$ cat config.mk
export PLATFORM = sky130hd
export DESIGN_NAME = i2c_chunk_master
export DESIGN_NICKNAME = d
export VERILOG_FILES = /design/src/rtl/i2c_cm_pkg.sv /design/src/rtl/i2c_cm_tick.sv /design/src/rtl/i2c_cm_engine.sv /design/src/rtl/i2c_chunk_master.sv
export SDC_FILE = /design/constraint.sdc
export NUM_CORES = 1
export LEC_CHECK = 0
export BUFFER_PORTS_ARGS = -buffer_cell sky130_fd_sc_hd__buf_2
export CAP_MARGIN = 30
export CELL_PAD_IN_SITES_DETAIL_PLACEMENT = 0
export CELL_PAD_IN_SITES_GLOBAL_PLACEMENT = 1
export CORE_ASPECT_RATIO = 0.8
export CORE_MARGIN = 3
export CORE_UTILIZATION = 48
export CTS_CLUSTER_SIZE = 25
export DETAILED_ROUTE_END_ITERATION = 10
export GPL_ROUTABILITY_DRIVEN = 1
export PLACE_DENSITY = 0.87
export SLEW_MARGIN = 30
export SYNTH_ARGS = -nofsm -noshare
export SYNTH_HDL_FRONTEND = slang
export SYNTH_SLANG_ARGS = --single-unit
$ cat constraint.sdc
create_clock -name clk -period 4.08 [get_ports clk]
set_input_delay 0.816 -clock clk [delete_from_list [all_inputs] [get_ports clk]]
set_output_delay 0.816 -clock clk [all_outputs]
set_load 0.03 [all_outputs]
$ cat src/rtl/i2c_cm_pkg.sv
package i2c_cm_pkg;

  typedef enum logic [2:0] {
    ST_IDLE, ST_START, ST_BLO, ST_BHI, ST_HOLD, ST_STOPA, ST_STOPB, ST_STOPC
  } bus_st_t;

  localparam logic [2:0] COND_NONE = 3'd0;
  localparam logic [2:0] COND_MORE = 3'd1;
  localparam logic [2:0] COND_END  = 3'd2;
  localparam logic [2:0] COND_NAK  = 3'd3;

  // bytes in the next chunk
  function automatic logic [2:0] chunk_len(input logic [7:0] rem);
    return (rem >= 8'd4) ? 3'd4 : rem[2:0];
  endfunction

  // place a byte into lane 0 (bits 31:24) .. lane 3 (bits 7:0)
  function automatic logic [31:0] lane_put(input logic [31:0] w,
                                           input logic [7:0] b,
                                           input logic [1:0] lane);
    logic [31:0] r;
    int idx;
    r = w;
    idx = 31 - 8 * int'(lane);
    r[idx -: 8] = b;
    return r;
  endfunction

  function automatic logic [2:0] state_code(input bus_st_t st, input logic addr_phase);
    case (st)
      ST_IDLE:                    return 3'b000;
      ST_HOLD:                    return 3'b011;
      ST_STOPA, ST_STOPB, ST_STOPC: return 3'b100;
      default:                    return addr_phase ? 3'b001 : 3'b010;
    endcase
  endfunction

endpackage

$ cat src/rtl/i2c_cm_tick.sv
module i2c_cm_tick #(
  parameter int DIV_W = 16
) (
  input  logic             clk,
  input  logic             rst_n,
  input  logic             run,
  input  logic [DIV_W-1:0] div,
  output logic             tick
);
  logic [DIV_W-1:0] cnt;
  logic [DIV_W-1:0] last;

  assign last = (div == '0) ? '0 : div - 1'b1;
  assign tick = run && (cnt == last);

  always_ff @(posedge clk or negedge rst_n) begin
    if (!rst_n)           cnt <= '0;
    else if (!run || tick) cnt <= '0;
    else                  cnt <= cnt + 1'b1;
  end
endmodule

$ cat src/rtl/i2c_cm_engine.sv
module i2c_cm_engine
  import i2c_cm_pkg::*;
(
  input  logic        clk,
  input  logic        rst_n,
  input  logic        tick,
  input  logic        start,
  input  logic        resume,
  input  logic [6:0]  tgt,
  input  logic        dir,
  input  logic [7:0]  count,
  input  logic [31:0] wdata,
  input  logic        sda_in,
  output logic        run,
  output logic        scl_low,
  output logic        sda_low,
  output logic [31:0] rx_word,
  output logic        rx_valid,
  output logic        ev_chunk,
  output logic        ev_last,
  output logic        ev_nak,
  output logic [2:0]  code
);
  bus_st_t     st;
  logic [7:0]  rem;
  logic [2:0]  cleft;
  logic [1:0]  lane;
  logic [3:0]  bitn;
  logic [7:0]  sh;
  logic [31:0] word;
  logic        is_addr, rd;

  // named internal events
  logic tx_byte, ack_slot, byte_end, nak_c, data_c, last_c, chunk_c;
  assign tx_byte  = is_addr || !rd;
  assign ack_slot = (bitn == 4'd8);
  assign byte_end = tick && (st == ST_BHI) && ack_slot;
  assign nak_c    = byte_end && tx_byte && sda_in;
  assign data_c   = byte_end && !is_addr && !nak_c;
  assign last_c   = data_c && (rem == 8'd1);
  assign chunk_c  = data_c && (rem != 8'd1) && (cleft == 3'd1);

  assign run     = (st != ST_IDLE) && (st != ST_HOLD);
  assign scl_low = (st == ST_BLO) || (st == ST_HOLD) || (st == ST_STOPA);
  assign code    = state_code(st, is_addr);

  always_comb begin
    case (st)
      ST_START, ST_STOPA, ST_STOPB: sda_low = 1'b1;
      ST_BLO, ST_BHI:
        sda_low = ack_slot ? (!tx_byte && rem != 8'd1) : (tx_byte && !sh[7]);
      default: sda_low = 1'b0;
    endcase
  end

  always_ff @(posedge clk or negedge rst_n) begin
    if (!rst_n) begin
      st <= ST_IDLE; rem <= '0; cleft <= '0; lane <= '0; bitn <= '0;
      sh <= '0; word <= '0; is_addr <= 1'b0; rd <= 1'b0; rx_word <= '0;
      rx_valid <= 1'b0; ev_chunk <= 1'b0; ev_last <= 1'b0; ev_nak <= 1'b0;
    end else begin
      rx_valid <= data_c && rd && (last_c || chunk_c);
      ev_chunk <= chunk_c;
      ev_last  <= last_c;
      ev_nak   <= nak_c;
      case (st)
        ST_IDLE: if (start) begin
          sh <= {tgt, dir}; rd <= dir; rem <= count; word <= wdata;
          is_addr <= 1'b1; bitn <= '0; st <= ST_START;
        end
        ST_START: if (tick) st <= ST_BLO;
        ST_BLO:   if (tick) st <= ST_BHI;
        ST_BHI: if (tick) begin
          if (!ack_slot) begin
            sh <= {sh[6:0], sda_in};
            bitn <= bitn + 1'b1;
            st <= ST_BLO;
          end else begin
            bitn <= '0;
            if (nak_c) st <= ST_STOPA;
            else if (is_addr) begin
              is_addr <= 1'b0; cleft <= chunk_len(rem); lane <= '0;
              rx_word <= '0; sh <= word[31:24]; word <= word << 8;
              st <= ST_BLO;
            end else begin
              rem <= rem - 1'b1;
              lane <= lane + 1'b1;
              if (rd) rx_word <= lane_put(rx_word, sh, lane);
              if (rem == 8'd1) st <= ST_STOPA;
              else if (cleft == 3'd1) st <= ST_HOLD;
              else begin
                cleft <= cleft - 1'b1; sh <= word[31:24]; word <= word << 8;
                st <= ST_BLO;
              end
            end
          end
        end
        ST_HOLD: if (resume) begin
          cleft <= chunk_len(rem); lane <= '0;
          if (rd) rx_word <= '0;
          else begin sh <= wdata[31:24]; word <= wdata << 8; end
          st <= ST_BLO;
        end
        ST_STOPA: if (tick) st <= ST_STOPB;
        ST_STOPB: if (tick) st <= ST_STOPC;
        ST_STOPC: if (tick) st <= ST_IDLE;
        default:  st <= ST_IDLE;
      endcase
    end
  end

  // a missing acknowledge leads straight into the STOP sequence
  assert_nak_stop_R7: assert property (@(posedge clk) disable iff (!rst_n)
    nak_c |=> (st == ST_STOPA));
  // the final byte of the count is followed by STOP
  assert_last_stop_R5: assert property (@(posedge clk) disable iff (!rst_n)
    last_c |=> (st == ST_STOPA));
  // a chunk boundary parks the bus with SCL low instead of stopping
  assert_chunk_hold_R6: assert property (@(posedge clk) disable iff (!rst_n)
    chunk_c |=> (st == ST_HOLD && scl_low));
  // a data byte never completes with nothing left to send
  assert_no_underflow_R3: assert property (@(posedge clk) disable iff (!rst_n)
    data_c |-> (rem != 8'd0));
  // chunk size stays within one data word
  assert_chunk_len_R3: assert property (@(posedge clk) disable iff (!rst_n)
    (st == ST_BLO && !is_addr) |-> (cleft != 3'd0 && cleft <= 3'd4));
  // SDA steady while SCL is high during a bit
  assert_sda_steady_R10: assert property (@(posedge clk) disable iff (!rst_n)
    (st == ST_BHI && $past(st) == ST_BHI) |-> $stable(sda_low));
endmodule

$ cat src/rtl/i2c_chunk_master.sv
module i2c_chunk_master
  import i2c_cm_pkg::*;
#(
  parameter int DIV_W   = 16,   // divider width, at most 16 (control bits 31:16)
  parameter int DIV_RST = 4
) (
  input  logic        clk,
  input  logic        rst_n,
  input  logic [1:0]  reg_sel,
  input  logic        reg_wr,
  input  logic        reg_rd,
  input  logic [31:0] reg_wdata,
  output logic [31:0] reg_rdata,
  output logic        irq,
  input  logic        sda_in,
  output logic        scl_drive_low,
  output logic        sda_drive_low
);
  localparam logic [1:0] SEL_CTRL = 2'd0, SEL_TGT = 2'd1, SEL_DATA = 2'd2, SEL_STAT = 2'd3;

  logic             en;
  logic [1:0]       ie;
  logic [DIV_W-1:0] div;
  logic [6:0]       tgt;
  logic             dir;
  logic [7:0]       cnt;
  logic [31:0]      data_reg;
  logic             f_done, f_nak;
  logic [2:0]       cond;

  logic        tick, run, rx_valid, ev_chunk, ev_last, ev_nak;
  logic [31:0] rx_word;
  logic [2:0]  code;

  // decoded access events
  logic wr_ctrl, wr_tgt, wr_data, rd_data, idle, hold, go, resume, done_ev;
  assign wr_ctrl = reg_wr && reg_sel == SEL_CTRL;
  assign wr_tgt  = reg_wr && reg_sel == SEL_TGT;
  assign wr_data = reg_wr && reg_sel == SEL_DATA;
  assign rd_data = reg_rd && reg_sel == SEL_DATA;
  assign idle    = (code == 3'b000);
  assign hold    = (code == 3'b011);
  assign done_ev = ev_chunk || ev_last;
  assign go      = en && idle &&
                   ((wr_tgt && reg_wdata[8] && reg_wdata[7:0] != 8'd0) ||
                    (wr_data && !dir && cnt != 8'd0));
  assign resume  = hold && !f_done && ((wr_data && !dir) || (rd_data && dir));

  i2c_cm_tick #(.DIV_W(DIV_W)) u_tick (
    .clk(clk), .rst_n(rst_n), .run(run), .div(div), .tick(tick));

  i2c_cm_engine u_eng (
    .clk(clk), .rst_n(rst_n), .tick(tick), .start(go), .resume(resume),
    .tgt(wr_tgt ? reg_wdata[15:9] : tgt), .dir(wr_tgt ? reg_wdata[8] : dir),
    .count(wr_tgt ? reg_wdata[7:0] : cnt), .wdata(reg_wdata), .sda_in(sda_in),
    .run(run), .scl_low(scl_drive_low), .sda_low(sda_drive_low),
    .rx_word(rx_word), .rx_valid(rx_valid), .ev_chunk(ev_chunk),
    .ev_last(ev_last), .ev_nak(ev_nak), .code(code));

  always_ff @(posedge clk or negedge rst_n) begin
    if (!rst_n) begin
      en <= 1'b0; ie <= '0; div <= DIV_W'(DIV_RST);
      tgt <= '0; dir <= 1'b0; cnt <= '0; data_reg <= '0;
      f_done <= 1'b0; f_nak <= 1'b0; cond <= COND_NONE;
    end else begin
      if (wr_ctrl) begin
        en  <= reg_wdata[0];
        ie  <= reg_wdata[5:4];
        div <= reg_wdata[16 +: DIV_W];
      end
      if (wr_tgt && idle) begin
        tgt <= reg_wdata[15:9]; dir <= reg_wdata[8]; cnt <= reg_wdata[7:0];
      end
      if (rx_valid)     data_reg <= rx_word;
      else if (wr_data) data_reg <= reg_wdata;
      if (done_ev)                      f_done <= 1'b1;
      else if (wr_ctrl && reg_wdata[8]) f_done <= 1'b0;
      if (ev_nak)                       f_nak <= 1'b1;
      else if (wr_ctrl && reg_wdata[9]) f_nak <= 1'b0;
      if (ev_nak)        cond <= COND_NAK;
      else if (ev_last)  cond <= COND_END;
      else if (ev_chunk) cond <= COND_MORE;
      else if (go)       cond <= COND_NONE;
    end
  end

  assign irq = |({f_nak, f_done} & ie);

  always_comb begin
    reg_rdata = '0;
    case (reg_sel)
      SEL_CTRL: begin
        reg_rdata[0] = en; reg_rdata[5:4] = ie;
        reg_rdata[8] = f_done; reg_rdata[9] = f_nak;
        reg_rdata[16 +: DIV_W] = div;
      end
      SEL_TGT:  reg_rdata[15:0] = {tgt, dir, cnt};
      SEL_DATA: reg_rdata = data_data_sel(data_reg);
      default:  begin reg_rdata[6:4] = cond; reg_rdata[2:0] = code; end
    endcase
  end

  function automatic logic [31:0] data_data_sel(input logic [31:0] d);
    return d;
  endfunction

  // a write-one clear removes the done flag unless a new chunk ends at once
  assert_w1c_done_R9: assert property (@(posedge clk) disable iff (!rst_n)
    (wr_ctrl && reg_wdata[8] && !done_ev) |=> !f_done);
  // a flagged chunk end leaves the flag set on the next cycle
  assert_flag_set_R8: assert property (@(posedge clk) disable iff (!rst_n)
    done_ev |=> f_done);
endmodule

==> results of run 1 <==
[metrics by stage]
stage,std cells,hold slack (ns),setup slack [ns]
floorplan,1010,0.444,0.584
global placement,1315,0.465,0.367
detailed placement,1316,0.473,0.289
CTS,1348,0.481,0.207
global route,1348,0.494,0.0190
finish,1348,0.436,0.211
[final cells by class]
| cell class | instances | area (sq um) | area share [%] |
|---|---|---|---|
| sequential | 185 | 4630 | 40.1 |
| clock inverter | 14 | 130 | 1.13 |
| timing repair buffer | 98 | 603 | 5.22 |
| clock buffer | 18 | 439 | 3.80 |
| tap | 269 | 337 | 2.91 |
| inverter | 21 | 78.8 | 0.682 |
| multi-input combinational | 743 | 5340 | 46.2 |
[metal layers]
layer / wire length (microns) / up-vias
met3: 2310 / 23
met5: 0 / -
met1: 14000 / 4281
met4: 280 / 0
met2: 13300 / 369
li1: - / 3850
[power by group]
part / internal, W / switching (W) / leakage [nW]
clock network: 0.000826 / 0.000801 / 0.280
logic: 0.000721 / 0.000838 / 2.53
registers: 0.00220 / 0.000444 / 2.38
[Yosys cell counts (all sizes together), types with 3 or more instances]
cell and instances:
dfrtp 184, nand2 122, mux2 74, a22o 56
nor2 55, o21ai 55, mux2i 53, clkbuf 47
a21oi 40, nand3 39, a22oi 34, inv 20
ha 17, nor3 17, buf 14, xor2 13
nor2b 12, xnor2 12, nor4 11, and3 10
a31oi 9, nand4 9, o221ai 8, or4 8
nand2b 7, o22ai 7, a222oi 6, or2 5
a211oi 4, a21o 4, a2bb2oi 4, o31ai 4
a221oi 3, and2 3, nor4b 3, o211ai 3
o2bb2ai 3, o311ai 3
[critical path, delay by kind of cell (launching register included)]
kind            cells  cell delay, ns
simple gates        4            1.62
mux                 1            0.35
fa+ha+maj           1            0.20
flops               1            0.45
buf+inv             2            0.31
compound gates      3            0.69
xor+xnor            1            0.13
[final timing paths]
check                                 to         start  slack [ns]  cells after the start
max in group asynchronous    u_eng.sh[0]         rst_n        2.78                      2
min reg2reg                 data_reg[31]  data_reg[31]        0.49                      2
min in group clk            data_reg[31]  data_reg[31]        0.49                      2
max reg2reg                u_eng.word[8]        div[1]        0.21                     12
min                        u_tick.cnt[6]         rst_n        0.44                      1
max                        u_eng.word[8]        div[1]        0.21                     12
[logic make-up (layout without fill, tap and decap cells)]
logic type / count (synthesis) / count (layout) / share of synthesized area, %
xor+xnor: 26 / 26 / 2.35
flops: 185 / 185 / 45.0
fa+ha+maj: 17 / 17 / 2.07
simple gates: 312 / 312 / 15.0
buf+inv: 82 / 151 / 3.43
compound gates: 261 / 261 / 18.1
mux: 127 / 127 / 14.0
[repair_timing]
| item | 4_1_cts | 5_1_grt |
|---|---|---|
| endpoints found under the hold margin | 0 | 0 |
| buffers inserted | 0 | 0 |
| endpoints found under the setup margin | 0 | 24 |
| gates resized for setup | 0 | 3 |
==> results.md, run 1 <==
* Core Util, Final at between 50% and 60%
* First-pass GRT wire length at around 47000 microns
* Largest area contributor in the netlist: dfrtp_1
* Overall Power at about 0.0058 W
* Rel. slew slack at between 30% and 40%
* Initial antenna violation count at 0
* Most frequent cells in the layout: dfrtp_1, nand2_1, buf_2, a22o_1
* Yosys reg bits at between 150 and 200
* Port buffer count at 73
* Final TNS setup at 0 ns
* Placed inst area at between 10000 and 15000 sq um
* Number of synthesized flops with an enable pin at 0
* Gr busiest metal: met2
* Top-area cell type share of the netlist area at between 40% and 50%
* Num CTS Buffers at 17
* Cells after Synth at between 1000 and 1500
* Top Ports at 74
* Worst-skew pair later-pin latency at around 0.44 ns
* Synthesized net count at roughly 1100
* Largest stage delay, worst path at about 0.66 ns
* Die Ht at roughly 140 microns
* Leakage Power at approximately 5.2 nW
* Commonest non-fill, non-tap cell in the layout: dfrtp_1
* CTS tree: done
* N_diodes at 0
* Register area share after synthesis at a little under half
* GR Util met1 at between 30% and 40%
* Max-capacitance violation count at 0
* Finished Cell Area at roughly 12000 sq um
* CP Launch Type: flip-flop
* DR iter-0 viols at 942
* Max Root-Sink Buffers at 2
* Root buffer cell: clkbuf_16
* Critical-path maximum fanout at 24
* Async SR Flop Fraction at between 90% and 100%
* P&R area growth vs syn at 12.4%
* H-tree levels at 4
* Ranking of synthesized cells by area: dfrtp_1, mux2_2, mux2i_1
* Final Max Tran Viols at 0
* Unrepaired setup endpoints after global routing: false
* Die area at between 20000 and 25000 sq um
* CP Data Required Time at between 4 and 5 ns
* Synth warn at 0
* Vias in the first global route at around 8200
* Clk slew on worst S/H paths at 0.08 ns
* Setup Skew at 0.0146 ns
* Slowest cell on the critical path: or4_4
* Power Dens Cells at 505 nW/um^2
* M3 GR Usage at under 10%
* Endpoints failing setup at 0
* Pre-antenna DRT Iters at 7
* Nets at 1122
* Die width at around 170 microns
* Starting Density at between 40% and 50%
* Post-DRT Antenna Nets at 0
* Run status: completed
* Core Rows at 47
* Maximum vdd drop at approximately 0.24 mV
* Post-synthesis cell type count at 77
* Max Fclk at around 260 MHz
* GPL Wtd Cong at 0.886
* Crit-path cells: inv_1 > ha_1 > or3b_1 > nor4_1 > xnor2_1 > a222oi_1 > o2111a_1 > nand4_1 > or4_4 > a21oi_4 > buf_12 > mux2_2
* Crit path DAT at approximately 4.2 ns
* Largest net degree at the start of global routing at 92
* WL/cell at between 20 and 25 microns
* Routed vias at approximately 8500
* Worst Tran Pin Value at about 0.95 ns
* Final Critical Period at between 3 and 4 ns
* Mapped Avg Cell Area at between 10 and 15 sq um
* Main flop type after synthesis: dfrtp_1
* Setup CP Type: flip-flop to flip-flop
* GRT Util Overall at between 20% and 30%
* Hold_buf cts at 0
* Period utilisation layout at between 90% and 100%
* Total clock sinks at roughly 190
* Post-DP HPWL at ~21000 microns
* Core area at 20900 sq um
* Hold Violations, Final at 0
* Crit path capture type: flip-flop
* Hold/Removal Path Class: primary input to asynchronous set/reset pin
* Grt ovf at 0
* Met2 GRT Util at just under 40%
* Filler cell count at ~1900
* Post-synth design cell area at between 10000 and 15000 sq um
* Avg Vias per Cell at 6.32
* # DRC at 0
* WL final at 29900 microns
* Share of layout cells above drive strength 1 at about a fifth
(Power assumes the default switching activity.)
==> inputs of run 2 (changes only) <==
Settings changed: SYNTH_HIERARCHICAL from default to 1.
==> results.md, run 2 <==
* Run status: finished, violations left (was completed)
* Failing checks: negative setup slack
* Reg2reg path depth at 16 (was 12)
* Yosys reg bits at 185 (unchanged)
* Mapped Avg Cell Area at 9.91 sq um (was 10.2 sq um)
* Post-synth design cell area at 10900 sq um (was 10300 sq um)
* Vias in the first global route at 8882 (was 8154)
* Worst-skew pair later-pin latency at 0.45 ns (was 0.44 ns)
* Top-area cell type share of the netlist area at 42.4% (was 44.8%)
* Register area share after synthesis at 42.6% (was 45.0%)
* Filler cell count at 1819 (was 1853)
* # DRC at 0 (unchanged)
* N_diodes at 0 (unchanged)
* CP Launch Type: flip-flop (unchanged)
* Async SR Flop Fraction at 100% (unchanged)
* Post-DP HPWL at 23700 microns (was 20700 microns)
* Top Ports at 74 (unchanged)
* Die width at 174 microns (was 170 microns)
* Num CTS Buffers at 17 (unchanged)
* Initial antenna violation count at 0 (unchanged)
* Crit-path cells: buf_6 > or4_4 > or4_4 > a211o_1 > a211oi_2 > o22ai_2 > nor4_2 > buf_4 > and2_4 > a21oi_4 > buf_6 > nor4_4 > buf_4 > buf_12 > buf_16 > mux2_2 (was inv_1 > ha_1 > or3b_1 > nor4_1 > xnor2_1 > a222oi_1 > o2111a_1 > nand4_1 > or4_4 > a21oi_4 > buf_12 > mux2_2)
* GPL Wtd Cong at 0.938 (was 0.886)
* Max-capacitance violation count at 0 (unchanged)
* Endpoints failing setup at 38 (was 0)
* WL final at 34100 microns (was 29900 microns)
* Power Dens Cells at 391 nW/um^2 (was 505 nW/um^2)
* Placed inst area at 12000 sq um (was 11000 sq um)
* Core Rows at 48 (was 47)
* Most frequent cells in the layout: dfrtp_1, nand2_1, buf_4, mux2i_1, buf_2 (was dfrtp_1, nand2_1, buf_2, a22o_1)
* First-pass GRT wire length at 52000 microns (was 47400 microns)
* Ranking of synthesized cells by area: dfrtp_1, mux2i_1, mux2_2 (was dfrtp_1, mux2_2, mux2i_1)
* Critical-path maximum fanout at 7 (was 24)
* Commonest non-fill, non-tap cell in the layout: dfrtp_1 (unchanged)
* H-tree levels at 4 (unchanged)
* Die area at 24500 sq um (was 23200 sq um)
* Setup CP Type: flip-flop to flip-flop (unchanged)
* Share of layout cells above drive strength 1 at 30.0% (was 21.2%)
* DR iter-0 viols at 1206 (was 942)
* Pre-antenna DRT Iters at 6 (was 7)
* Largest stage delay, worst path at 0.50 ns (was 0.66 ns)
* Max Fclk at 235 MHz (was 258 MHz)
* GRT Util Overall at 27.3% (was 26.1%)
* Crit path capture type: flip-flop (unchanged)
* Final TNS setup at -2.83 ns (was 0 ns)
* Total clock sinks at 185 (unchanged)
* Cells after Synth at 1096 (was 1010)
* Routed vias at 9368 (was 8523)
* Maximum vdd drop at 0.277 mV (was 0.240 mV)
* Post-synthesis cell type count at 85 (was 77)
* Clk slew on worst S/H paths at 0.08 ns (about the same)
* P&R area growth vs syn at 22.1% (was 12.4%)
* Main flop type after synthesis: dfrtp_1 (unchanged)
* Max Root-Sink Buffers at 2 (unchanged)
* Leakage Power at 6.14 nW (was 5.19 nW)
* Most frequent cells after synthesis: dfrtp_1, nand2_1, mux2i_1, inv_1, mux2_2 (was dfrtp_1, nand2_1, a22o_1, nor2_1)
* WL/cell at 22.0 microns (was 22.2 microns)
* R2r setup slk at -0.18 ns (was 0.21 ns)
* Number of synthesized flops with an enable pin at 0 (unchanged)
* Overall Power at 0.00519 W (was 0.00583 W)
* Setup Skew at 0.0166 ns (was 0.0146 ns)
* Starting Density at 49.6% (was 49.2%)
* Final Critical Period at 4.26 ns (was 3.87 ns)
* CTS tree: done (unchanged)
* Crit path DAT at 4.59 ns (was 4.18 ns)
* Hold Violations, Final at 0 (unchanged)
* Port buffer count at 73 (unchanged)
* Worst Tran Pin Value at 0.879 ns (was 0.952 ns)
* CP Data Required Time at 4.41 ns (was 4.39 ns)
* Die Ht at 141 microns (was 137 microns)
* Core area at 21900 sq um (was 20900 sq um)
* Grt ovf at 0 (unchanged)
* Count leader, synth: dfrtp_1 (unchanged)
* Post-route setup slack at -0.182 ns (was 0.211 ns)
* Largest area contributor in the netlist: dfrtp_1 (unchanged)
* Synth warn at 6 (was 0)
* Final Max Tran Viols at 0 (unchanged)
* Hold/Removal Path Class: primary input to asynchronous set/reset pin (unchanged)
* Root buffer cell: clkbuf_16 (unchanged)
* Slowest cell on the critical path: or4_4 (unchanged)
* Avg Vias per Cell at 6.04 (was 6.32)
* Synthesized net count at 1152 (was 1066)
* Rel. slew slack at 41.2% (was 36.5%)
* Period utilisation layout at 104% (was 94.8%)
* Nets at 1295 (was 1122)
* Core Util, Final at 60.5% (was 55.4%)
* Unrepaired setup endpoints after global routing: true (was false)
* Finished Cell Area at 13300 sq um (was 11600 sq um)
* Post-DRT Antenna Nets at 0 (unchanged)
* Largest net degree at the start of global routing at 92 (unchanged)
## run 2: changes by cell type in the layout (fill, tap and decap cells not counted), moves of 9 or more
cell	delta
buf_4	+72
inv_1	+44
a22o_1	-39
mux2i_1	+31
nand2_1	+20
nand3_1	-19
a21oi_1	-16
buf_6	+14
a221o_1	+9
## run 2: cell families (layout without fill, tap and decap cells)
logic type	after synthesis	after routing	share of synthesized area, %
simple gates	340	340	15.6
compound gates	224	224	14.7
flops	185	185	42.6
mux	172	172	17.2
buf+inv	132	288	5.45
xor+xnor	26	26	2.48
fa+ha+maj	17	17	1.96
## run 2: per-stage QoR
step,cells,hold WS [ns],setup slack (ns)
floorplan,1096,0.450,0.00807
global placement,1490,0.464,-0.0294
detailed placement,1490,0.468,-0.173
CTS,1541,0.467,0.00151
global route,1552,0.480,-0.306
finish,1552,0.422,-0.182
## run 2: worst max-delay path, delay by kind of cell (launching register included)
kind	cells	cell delay (ns)
buffers and inverters	6	0.88
multiplexers	1	0.34
AND/OR/NAND/NOR	5	1.75
flip-flops	1	0.40
AO/OA/AOI/OAI	4	0.79
## run 2: what timing repair did
action	4_1_cts	5_1_grt
buffers inserted	18	15
hold buffers	0	0
endpoints found under the setup margin	78	101
gates cloned	2	2
gates resized for setup	19	67
pin swaps	4	16
## run 2: final cells by class
type,count,area (sq um),area share [%]
Sequential cell,185,4630,34.9
Clock inverter,15,171,1.29
Timing Repair Buffer,190,1430,10.8
Tap cell,300,375,2.83
Inverter,66,248,1.87
Clock buffer,17,425,3.21
Multi-Input combinational cell,779,5970,45.0
## run 2: where the power goes
part           internal, W  leakage, nW  switching [W]  total, W
Combinational     0.000586         3.67       0.000704   0.00129
Clock             0.000827        0.289       0.000834   0.00166
Sequential         0.00202         2.18       0.000214   0.00223
## run 2: worst paths after layout
| kind | from | to |
|---|---|---|
| setup / recovery | div[7] | u_eng/word[11] |
| hold / removal | rst_n | div[1] |
| setup reg to reg | div[7] | u_eng/word[11] |
| hold reg to reg | u_eng/rx_word[12] | data_reg[12] |
| max in group asynchronous | rst_n | data_reg[14] |
| min in group clk | u_eng/rx_word[12] | data_reg[12] |
## run 2: routing by layer
metal | GRT usage (%) | part of all wire [%] | wire length, microns
met5 | 0 | 0 | 0
met1 | 41.4 | 46 | 15700
met4 | 7.87 | 2.1 | 708
met3 | 6.42 | 9.8 | 3350
met2 | 38.9 | 42 | 14300
